**src/rtl/fpx_pkg.sv**
```systemverilog
package fpx_pkg;

    // Number of IEEE conditions and cause width (IEEE conditions + unimplemented)
    localparam int unsigned FPX_NCOND   = 5;
    localparam int unsigned FPX_CAUSE_W = FPX_NCOND + 1;

    // Default layout of the status word
    localparam int unsigned FPX_W         = 32;
    localparam int unsigned FPX_RM_LSB    = 0;
    localparam int unsigned FPX_CAUSE_LSB = 2;
    localparam int unsigned FPX_DN_BIT    = 8;
    localparam int unsigned FPX_EN_LSB    = 10;
    localparam int unsigned FPX_FLAG_LSB  = 26;
    localparam int unsigned FPX_SUM_BIT   = 31;
    localparam logic [31:0] FPX_WR_MASK   = 32'h7FFF_FF03;

    // Index of each condition inside cause/enable/flag fields
    localparam int unsigned IDX_INVALID  = 0;
    localparam int unsigned IDX_OVERFLOW = 1;
    localparam int unsigned IDX_DIVZERO  = 2;
    localparam int unsigned IDX_UNDERFL  = 3;
    localparam int unsigned IDX_INEXACT  = 4;
    localparam int unsigned IDX_UNIMPL   = 5;

    typedef enum logic [0:0] {
        TRAP_IDLE  = 1'b0,
        TRAP_RAISE = 1'b1
    } trap_state_e;

    typedef struct packed {
        logic denorm_out;
        logic denorm_in;
        logic inexact;
        logic underflow;
        logic divzero;
        logic overflow;
        logic invalid;
    } fpx_events_t;

endpackage

```
**src/rtl/fpx_cause_gen.sv**
```systemverilog
module fpx_cause_gen
    import fpx_pkg::*;
#(
    parameter int unsigned CAUSE_W = FPX_CAUSE_W
) (
    input  fpx_events_t        events,
    input  logic               flush_denorm,
    output logic [CAUSE_W-1:0] cause
);

    logic denorm_seen;

    assign denorm_seen = events.denorm_in | events.denorm_out;

    always_comb begin
        cause               = '0;
        cause[IDX_INVALID]  = events.invalid;
        cause[IDX_OVERFLOW] = events.overflow;
        cause[IDX_DIVZERO]  = events.divzero;
        cause[IDX_UNDERFL]  = events.underflow;
        cause[IDX_INEXACT]  = events.inexact;
        cause[IDX_UNIMPL]   = denorm_seen & ~flush_denorm;
    end

endmodule

```
**src/rtl/fpx_status_merge.sv**
```systemverilog
module fpx_status_merge
    import fpx_pkg::*;
#(
    parameter int unsigned W         = FPX_W,
    parameter int unsigned NCOND     = FPX_NCOND,
    parameter int unsigned CAUSE_LSB = FPX_CAUSE_LSB,
    parameter int unsigned EN_LSB    = FPX_EN_LSB,
    parameter int unsigned FLAG_LSB  = FPX_FLAG_LSB,
    parameter int unsigned SUM_BIT   = FPX_SUM_BIT,
    parameter logic [W-1:0] WR_MASK  = W'(FPX_WR_MASK)
) (
    input  logic [W-1:0]     cur_word,
    input  logic             wr_en,
    input  logic [W-1:0]     wr_data,
    input  logic             op_fire,
    input  logic [NCOND:0]   cause,
    output logic [W-1:0]     nxt_word
);

    localparam int unsigned CW = NCOND + 1;

    logic [NCOND-1:0] sticky_set;

    for (genvar i = 0; i < NCOND; i++) begin : g_sticky
        assign sticky_set[i] = cause[i] & ~cur_word[EN_LSB + i];
    end

    always_comb begin
        nxt_word = cur_word;
        if (wr_en) begin
            nxt_word = (wr_data & WR_MASK) | (cur_word & ~WR_MASK);
        end else if (op_fire) begin
            nxt_word[CAUSE_LSB +: CW]   = cause;
            nxt_word[FLAG_LSB +: NCOND] = cur_word[FLAG_LSB +: NCOND] | sticky_set;
        end
        nxt_word[SUM_BIT] = |nxt_word[FLAG_LSB +: NCOND];
    end

endmodule

```
**src/rtl/fpx_trap_fsm.sv**
```systemverilog
module fpx_trap_fsm
    import fpx_pkg::*;
(
    input  logic clk,
    input  logic rst_n,
    input  logic op_fire,
    input  logic trap_hit,
    output logic trap_req
);

    trap_state_e state_q;
    trap_state_e state_d;
    logic        raise;

    assign raise = op_fire & trap_hit;

    always_ff @(posedge clk) begin
        if (!rst_n) begin
            state_q <= TRAP_IDLE;
        end else begin
            state_q <= state_d;
        end
    end

    always_comb begin
        state_d = state_q;
        unique case (state_q)
            TRAP_IDLE:  state_d = raise ? TRAP_RAISE : TRAP_IDLE;
            TRAP_RAISE: state_d = raise ? TRAP_RAISE : TRAP_IDLE;
            default:    state_d = TRAP_IDLE;
        endcase
    end

    always_comb begin
        trap_req = 1'b0;
        unique case (state_q)
            TRAP_IDLE:  trap_req = 1'b0;
            TRAP_RAISE: trap_req = 1'b1;
            default:    trap_req = 1'b0;
        endcase
    end

endmodule

```
**src/rtl/fpx_status_unit.sv**
```systemverilog
module fpx_status_unit
    import fpx_pkg::*;
#(
    parameter int unsigned W         = FPX_W,
    parameter int unsigned NCOND     = FPX_NCOND,
    parameter int unsigned RM_LSB    = FPX_RM_LSB,
    parameter int unsigned CAUSE_LSB = FPX_CAUSE_LSB,
    parameter int unsigned DN_BIT    = FPX_DN_BIT,
    parameter int unsigned EN_LSB    = FPX_EN_LSB,
    parameter int unsigned FLAG_LSB  = FPX_FLAG_LSB,
    parameter int unsigned SUM_BIT   = FPX_SUM_BIT,
    parameter logic [W-1:0] WR_MASK  = W'(FPX_WR_MASK)
) (
    input  logic         clk,
    input  logic         rst_n,
    input  logic         op_valid,
    input  logic         ev_invalid,
    input  logic         ev_divzero,
    input  logic         ev_overflow,
    input  logic         ev_underflow,
    input  logic         ev_inexact,
    input  logic         ev_denorm_in,
    input  logic         ev_denorm_out,
    input  logic         sw_we,
    input  logic [W-1:0] sw_wdata,
    output logic [W-1:0] status_word,
    output logic [1:0]   round_mode,
    output logic         trap_req
);

    localparam int unsigned CW = NCOND + 1;

    fpx_events_t   events;
    logic [CW-1:0] cause;
    logic [CW-1:0] trap_enable;
    logic [W-1:0]  word_q;
    logic [W-1:0]  word_d;
    logic          op_fire;
    logic          trap_hit;

    assign events = '{denorm_out: ev_denorm_out, denorm_in: ev_denorm_in,
                      inexact: ev_inexact, underflow: ev_underflow,
                      divzero: ev_divzero, overflow: ev_overflow,
                      invalid: ev_invalid};

    // a software write in the same cycle takes priority over the operation
    assign op_fire = op_valid & ~sw_we;

    fpx_cause_gen #(.CAUSE_W(CW)) u_cause (
        .events       (events),
        .flush_denorm (word_q[DN_BIT]),
        .cause        (cause)
    );

    fpx_status_merge #(
        .W(W), .NCOND(NCOND), .CAUSE_LSB(CAUSE_LSB), .EN_LSB(EN_LSB),
        .FLAG_LSB(FLAG_LSB), .SUM_BIT(SUM_BIT), .WR_MASK(WR_MASK)
    ) u_merge (
        .cur_word (word_q),
        .wr_en    (sw_we),
        .wr_data  (sw_wdata),
        .op_fire  (op_fire),
        .cause    (cause),
        .nxt_word (word_d)
    );

    // unimplemented-processing cause has no enable bit: always armed
    assign trap_enable = {1'b1, word_q[EN_LSB +: NCOND]};
    assign trap_hit    = |(cause & trap_enable);

    fpx_trap_fsm u_trap (
        .clk      (clk),
        .rst_n    (rst_n),
        .op_fire  (op_fire),
        .trap_hit (trap_hit),
        .trap_req (trap_req)
    );

    always_ff @(posedge clk) begin
        if (!rst_n) begin
            word_q <= '0;
        end else begin
            word_q <= word_d;
        end
    end

    assign status_word = word_q;
    assign round_mode  = word_q[RM_LSB +: 2];

endmodule

```
**config.mk**
```make
export PLATFORM = sky130hd
export DESIGN_NAME = fpx_status_unit
export DESIGN_NICKNAME = d
export VERILOG_FILES = /design/src/rtl/fpx_pkg.sv /design/src/rtl/fpx_cause_gen.sv /design/src/rtl/fpx_status_merge.sv /design/src/rtl/fpx_trap_fsm.sv /design/src/rtl/fpx_status_unit.sv
export SDC_FILE = /design/constraint.sdc
export NUM_CORES = 1
export LEC_CHECK = 0
export CELL_PAD_IN_SITES_DETAIL_PLACEMENT = 1
export CELL_PAD_IN_SITES_GLOBAL_PLACEMENT = 1
export CORE_MARGIN = 1
export CORE_UTILIZATION = 28
export DETAILED_ROUTE_END_ITERATION = 7
export HOLD_SLACK_MARGIN = 0.06
export PLACE_DENSITY = 0.81
export SLEW_MARGIN = 20
export SYNTH_ARGS = -nofsm -noshare
export SYNTH_HDL_FRONTEND = slang
export SYNTH_HIERARCHICAL = 1
export SYNTH_SLANG_ARGS = --single-unit
```
**constraint.sdc**
```tcl
create_clock -name clk -period 1.6 [get_ports clk]
set_input_delay 0.16 -clock clk [delete_from_list [all_inputs] [get_ports clk]]
set_output_delay 0.16 -clock clk [all_outputs]
set_load 0.01 [all_outputs]
```
# Yosys cells after proc, flatten, opt, wreduce, memory -nomap -nowiden
# Cells that the tools add are included.
[word_totals] regBits=33 input_bits=43 out_inout_bits=35
[op_classes] n_mux=6 bitwise_logic=20 n_reduce_logical=3
[op_table] cell="31-bit by 8-bit bitwise OR with 31-bit output" count=1
[op_table] cell="6-bit 2-to-1 mux" count=2
[op_table] cell="5-bit 2-to-1 mux" count=2
[op_table] cell="1-bit AND" count=8
[op_table] cell="1-bit NOT" count=8
[op_table] cell="6-bit AND" count=1
[op_table] cell="6-bit OR reduction" count=1
[op_table] cell="5-bit bitwise OR" count=1
[op_table] cell="5-bit OR reduction" count=1
[op_table] cell="1-bit case mux with 2 select lines" count=1
[op_table] cell="2-bit nonzero test" count=1
[op_table] cell="1-bit 2-to-1 mux" count=1
[op_table] cell="1-bit bitwise OR" count=1

# Longest topological paths before layout
# Gate-level depths: netlist of the first run.
[logic_depth] ltp_word=6 ltp_mapped=7

# By module
# The synthesis of the first run kept the hierarchy.
[by_module_without_submodules] module="fpx_status_unit" n_inst=1 cells_per_inst=74 area_each_um2=942.2 seq_area_each_um2=640.6
[by_module_without_submodules] module="fpx_status_merge" n_inst=1 cells_per_inst=51 area_each_um2=442.9 seq_area_each_um2=0.0
[by_module_without_submodules] module="fpx_cause_gen" n_inst=1 cells_per_inst=6 area_each_um2=47.5 seq_area_each_um2=0.0
[by_module_without_submodules] module="fpx_trap_fsm" n_inst=1 cells_per_inst=2 area_each_um2=26.3 seq_area_each_um2=20.0

# Worst setup path after synthesis of the first run
# OpenSTA, ideal clock, no wires.
[synth_path] kind="in2reg" start="input op_valid" end="register word_q[31] (netlist: status_word[31])" setup_ns=0.116 arrival_ns=1.081 setup_slack_ns=0.403 stages=7 n_path_buf=1 path_cell_list="nor2b_1 nand2b_1 buf_4 o21ai_1 nor4_1 nand2b_1 and2_2"
[synth_between] elab_chain_len=4
[synth_lines] element="start: declaration" line_no="fpx_status_unit.sv:16" source="input logic op_valid,"
[synth_lines] element="1-bit AND" line_no="fpx_status_unit.sv:47" source="assign op_fire = op_valid & ~sw_we;"
[synth_lines] element="5-bit 2-to-1 mux" line_no="fpx_status_merge.sv:32" source="end else if (op_fire) begin"
[synth_lines] element="5-bit 2-to-1 mux" line_no="fpx_status_merge.sv:30" source="if (wr_en) begin"
[synth_lines] element="net word_d[29]" line_no="fpx_status_unit.sv:37" source="logic [W-1:0] word_d;"
[synth_lines] element="5-bit OR reduction" line_no="fpx_status_merge.sv:36" source="nxt_word[SUM_BIT] = |nxt_word[FLAG_LSB +: NCOND];"
[synth_lines] element="net word_d[31]" line_no="fpx_status_unit.sv:37"
[synth_lines] element="end signal: assignment" line_no="fpx_status_unit.sv:83" source="word_q <= word_d;"
[synth_lines] element="end: declaration" line_no="fpx_status_unit.sv:36" source="logic [W-1:0] word_q;"
# The timed path passes the listed nets, and every way through them passes these cells.
# A chain may end at the register's enable or synchronous reset.

# Final worst setup path of the first run
[layout_path] start="input op_valid" end="register word_q[5] (netlist: status_word[5])"
[layout_between] elab_chain_len=2
[layout_lines] element="1-bit AND" line_no="fpx_status_unit.sv:47"
[layout_lines] element="net op_fire" line_no="fpx_status_unit.sv:38" source="logic op_fire;"
[layout_lines] element="2-bit nonzero test (no source line)"
# The timed path passes the listed nets, and every way through them passes these cells.

==> flow_metrics.tcl, run 1 <==
set metrics [dict create \
    status "finished, final reports clean" \
    critical_path_class "in2reg" \
    required_ps 1770 \
    rr_startpoint "status_word[13]" \
    hold_slack_ps 445.1 \
    initial_utilization 0.2990 \
    grt_max_degree 34 \
    drt-total-wl_um 3693 \
    nNetsFinal 246 \
    htree_levels 2 \
    leakage_nw 0.9267 \
    cts-resized-gates 0 \
    wl_per_cell_um 13.63 \
    start_kind "input pin" \
    synth_fp_nets 176 \
    ant_nets 0 \
    yosys_warnings 6 \
    multi_input_area_sq_um 701.9 \
    grt-ovfl-total 0 \
    fmax_mhz 687.3 \
    numCtsBuffers 5 \
    synth-seq-cells 33 \
    regArea_sq_um 660.6 \
    grt_antenna_before_repair 0 \
    insertion_delay_ps 280 \
    ios 78 \
    relSlewSlack 0.8279 \
    dieArea_sq_um 5503 \
    dieHeight_um 74.18 \
    place.gp.congestion 0.6821 \
    finalHoldViolCount 0 \
    diodes 0 \
    first_iter_violations 12 \
    fillers 542 \
    critPathMaxFanout 6 \
    grt_pass1_wl_um 5747 \
    coreArea_sq_um 4880 \
    startpoint "op_valid" \
    ys_seq_area_frac 0.4528 \
    cp-end-kind "flip-flop" \
    min_period_over_period 0.9094 \
    min_path_cells 4 \
    clock-root-buffer "clkbuf_8" \
    final_common_cell "clkdlybuf4s50_1" \
    r2r_cells 5 \
    most-common-layout-cells "69 x clkdlybuf4s50_1, 33 x dfxtp_1, 32 x and2_2" \
    syn2layout_area_growth_pct 58.41 \
    syn_area_sq_um 1459 \
    track_usage 0.1448 \
    synth.avg_cell_area_sq_um 10.97 \
    utilization 0.4736 \
    fin_skew_ps 7.091 \
    ys_types 23 \
    ir_drop_uv 368.8 \
    cts_buffer_depth 2 \
    viasPerCell 4.339 \
    setup-violations-final 0 \
    min_path_type "in2reg" \
    tightest_slew_ps 258.1 \
    cts_sinks 33 \
    hpwl_um 2834 \
    cts_tree "done" \
    path_clk_slew_ps 70 \
    rows 25 \
    syn_inst 133 \
    via_count 1176 \
    post-cts-setup-buffers 0 \
    firstDrtPassIters 2 \
    grt_pass1_vias 1227 \
    period_minus_slack_ps 1455 \
    hold_start "sw_we" \
    chipWidth_um 74.18 \
    hold_buffers 0 \
    rsz0062_at_grt "false" \
    cap_violations 0 \
    powerDensity_nw_per_um2 816.6 \
    drive_gt1_frac 0.3431 \
    cp.arrival_ps 1630 \
    io_buffers 70 \
    slew_viol_final 0 \
    route.detailed.drc 0 \
]
## cell type report
class                   instances  share of cell area
multi-input cells              85              0.3037
inverters                       1            0.001624
flip-flops and latches         33              0.2859
repair buffers                 77              0.3378
well taps                      67             0.03627
clock buffers                   8             0.03465
## Yosys cell counts
master    instances  area, sq um
nor4_1            1        6.260
inv_1             1        3.750
and3_1            1        6.260
and2_2           32        240.2
nor2_1            1        3.750
a21oi_1           2        10.01
o21ai_1           3        15.01
o21ai_0           2        10.01
buf_4             8        60.06
dfxtp_1          33        660.6
nand3_1           1        5.000
nand2b_1          5        31.28
nor2b_1           2        12.51
a22oi_1           2        15.01
clkbuf_2          3        15.01
buf_6             1        11.26
a31oi_1           1        6.260
nand3b_1          1        7.510
o21ba_1           1        10.01
buf_2             2        10.01
mux2_2           25        281.5
mux2i_1           3        30.03
nand2_1           2        7.510
## registers in the layout (all words and copies together), names as in the netlist
| register | cells |
|---|---|
| status_word | 32 |
| u_trap/state_q | 1 |
## report_power, final
part	switching [mW]	leakage [nW]	total [mW]	internal, mW
clock	0.293	0.0395	0.602	0.309
sequential	0.0248	0.272	0.894	0.869
combinational	0.128	0.615	0.391	0.264
## stage by stage
| step | setup slack (ps) | instance area (sq um) | power, mW | instances | setup TNS, ps |
|---|---|---|---|---|---|
| finish | 145.0 | 2311 | 1.887 | 271 | 0 |
| global route | 59.29 | 2311 | 1.995 | 271 | 0 |
| CTS | 112.0 | 2305 | 1.919 | 271 | 0 |
| detailed placement | -187.2 | 2225 | 1.308 | 263 | -1929 |
| global placement | -143.6 | 2225 | 1.297 | 263 | -1382 |
| floorplan | 402.7 | 1459 | 1.090 | 133 | 0 |
## layer usage
layer | vias up | part of all wire | wire, um | GRT usage
li1 | 574 | - | - | -
met5 | - | 0 | 0 | 0
met3 | 7 | 0.061 | 224 | 0.05556
met2 | 43 | 0.49 | 1800 | 0.2535
met1 | 552 | 0.44 | 1613 | 0.1570
met4 | 0 | 0.015 | 55 | 0.05769
## worst paths after layout
path | to | slack (ps)
hold / removal | u_trap/state_q | 450
setup reg to reg | status_word[31] | 360
setup / recovery | status_word[5] | 150
hold reg to reg | status_word[25] | 600
## worst max-delay path, stage by stage
cell and delay [ps]:
clkdlybuf4s50_1 460, nor2b_1 200, nand2b_1 180, buf_12 180, mux2_2 270, and2_2 190
## logic make-up (layout without fill, tap and decap cells)
kind of cell | Yosys count | count (layout) | share of synthesized area
multiplexers | 28 | 28 | 0.2136
AO/OA/AOI/OAI | 11 | 11 | 0.04545
AND/OR/NAND/NOR | 46 | 46 | 0.2196
buffers and inverters | 15 | 86 | 0.06861
flip-flops | 33 | 33 | 0.4528
Power figures use the tool's default switching activity.
==> inputs of run 2 (changes only) <==
--- a/config.mk
+++ b/config.mk
@@ -11,7 +11,7 @@
 export CORE_UTILIZATION = 28
 export DETAILED_ROUTE_END_ITERATION = 7
 export HOLD_SLACK_MARGIN = 0.06
-export PLACE_DENSITY = 0.81
+export PLACE_DENSITY_LB_ADDON = 0.12
 export SLEW_MARGIN = 20
 export SYNTH_ARGS = -nofsm -noshare
 export SYNTH_HDL_FRONTEND = slang
==> run 2 against run 1 <==
First-iteration DRC count rose by 75%. Clock power rose by 13%. Setup slack barely moved. Clock-buffer cell count fell by 1. Via count rose by 0.34%. Cell area barely moved. Die area did not move. Sequential share of layout area barely moved. Clock skew barely moved. Global-route usage rose by 0.33 points. Critical path type unchanged. Register-to-register slack got worse by 40 ps. Combinational power fell by 2%.
==> flow_metrics.tcl, run 2 (same netlist as run 1, synthesis figures left out) <==
set metrics [dict create \
    status "finished, final reports clean" \
    via_count 1180 \
    nNetsFinal 245 \
    grt-ovfl-total 0 \
    wl_per_cell_um 14.07 \
    tightest_slew_ps 255.4 \
    viasPerCell 4.370 \
    start_kind "input pin" \
    numCtsBuffers 5 \
    ant_nets 0 \
    cts_tree "done" \
    post-place-ws_ps -221.7 \
    final_area_sq_um 2312 \
    critPathMaxFanout 6 \
    ios 78 \
    coreArea_sq_um 4880 \
    fmax_mhz 687.4 \
    dieHeight_um 74.18 \
    hpwl_um 2904 \
    fin_skew_ps 6.948 \
    min_path_type "in2reg" \
    htree_levels 2 \
    rsz0062_at_grt "false" \
    min_period_over_period 0.9093 \
    route.detailed.drc 0 \
    path_clk_slew_ps 60 \
    powerDensity_nw_per_um2 848.1 \
    grt_pass1_wl_um 5954 \
    place.gp.congestion 0.7087 \
    diodes 0 \
    drt-total-wl_um 3799 \
    utilization 0.4738 \
    required_ps 1770 \
    firstDrtPassIters 4 \
    leakage_nw 0.9354 \
    insertion_delay_ps 280 \
    clock-root-buffer "clkbuf_8" \
    critical_path_class "in2reg" \
    cp.arrival_ps 1620 \
    finalHoldViolCount 0 \
    post_dp_cell_area_sq_um 2205 \
    hold_buffers 0 \
    slew_viol_final 0 \
    rows 25 \
    grt_max_degree 34 \
    drive_gt1_frac 0.3498 \
    largest_reg_flops 32 \
    io_buffers 70 \
    cts_buffer_depth 2 \
    setup-violations-final 0 \
    cp-end-kind "flip-flop" \
    initial_utilization 0.2990 \
    syn2layout_area_growth_pct 58.49 \
    relSlewSlack 0.8297 \
    track_usage 0.1481 \
    chipWidth_um 74.18 \
    hold_slack_ps 459.6 \
    grt_pass1_vias 1241 \
    cts_sinks 33 \
    period_minus_slack_ps 1455 \
    dieArea_sq_um 5503 \
    worst_slack_ps 145.2 \
    first_iter_violations 21 \
    most-common-layout-cells "69 x clkdlybuf4s50_1, 33 x dfxtp_1, 32 x and2_2" \
    ir_drop_uv 492.0 \
    final_common_cell "clkdlybuf4s50_1" \
    cap_violations 0 \
    grt_antenna_before_repair 0 \
]
[run 2: changes by cell type in the layout (fill, tap and decap cells not counted)]
cell      delta
mux2i_2      -1
mux2i_1      +1
buf_6        +1
buf_4        -1
clkinv_2     +1
buf_12       -1
clkbuf_1     -3
clkbuf_8     +2
[run 2: repair_timing]
| action | in CTS | in global routing |
|---|---|---|
| endpoints found under the setup margin | 0 | 1 |
| gates resized for setup | 0 | 2 |
| buffers inserted | 0 | 0 |
[run 2: metrics by stage]
| step | power [mW] | setup TNS [ps] | instances |
|---|---|---|---|
| after CTS | 1.997 | 0 | 270 |
| after global routing | 2.065 | 0 | 270 |
| final | 1.961 | 0 | 270 |
| after floorplan | 1.090 | 0 | 133 |
| after global placement | 1.289 | -3145 | 262 |
| after detailed placement | 1.304 | -3788 | 262 |
[run 2: cell type report]
type | count | area (sq um)
clock buffers | 7 | 96.34
clock inverters | 1 | 5.005
fillers | 543 | 2567
inverters | 1 | 3.754
multi-input cells | 85 | 698.2
flip-flops and latches | 33 | 660.6
well taps | 67 | 83.83
repair buffers | 76 | 764.5
[run 2: layer usage]
metal / up-vias / GRT usage / share of wire
met1: 565 / 0.1591 / 0.41
met2: 40 / 0.2657 / 0.51
li1: 573 / - / -
met3: 2 / 0.05556 / 0.072
met4: 0 / 0.05128 / 0.0058
met5: - / 0 / 0
[run 2: final timing paths]
check / from / end / cells past startpoint / slack [ps]
min reg2reg: status_word[7] / status_word[7] / 2 / 600
min: sw_we / u_trap/state_q / 4 / 460
max: op_valid / status_word[5] / 6 / 150
max reg2reg: status_word[13] / status_word[31] / 5 / 320
[run 2: where the power goes]
part	switching, mW	total (mW)	internal [mW]
Sequential	0.0265	0.896	0.869
Clock	0.292	0.681	0.389
Combinational	0.127	0.385	0.258
Total	0.445	1.96	1.52
[run 2: worst max-delay path: stages]
cell and delay (ps):
clkdlybuf4s50_1 460, nor2b_1 190, nand2b_1 190, buf_12 190, mux2_2 260, and2_2 180
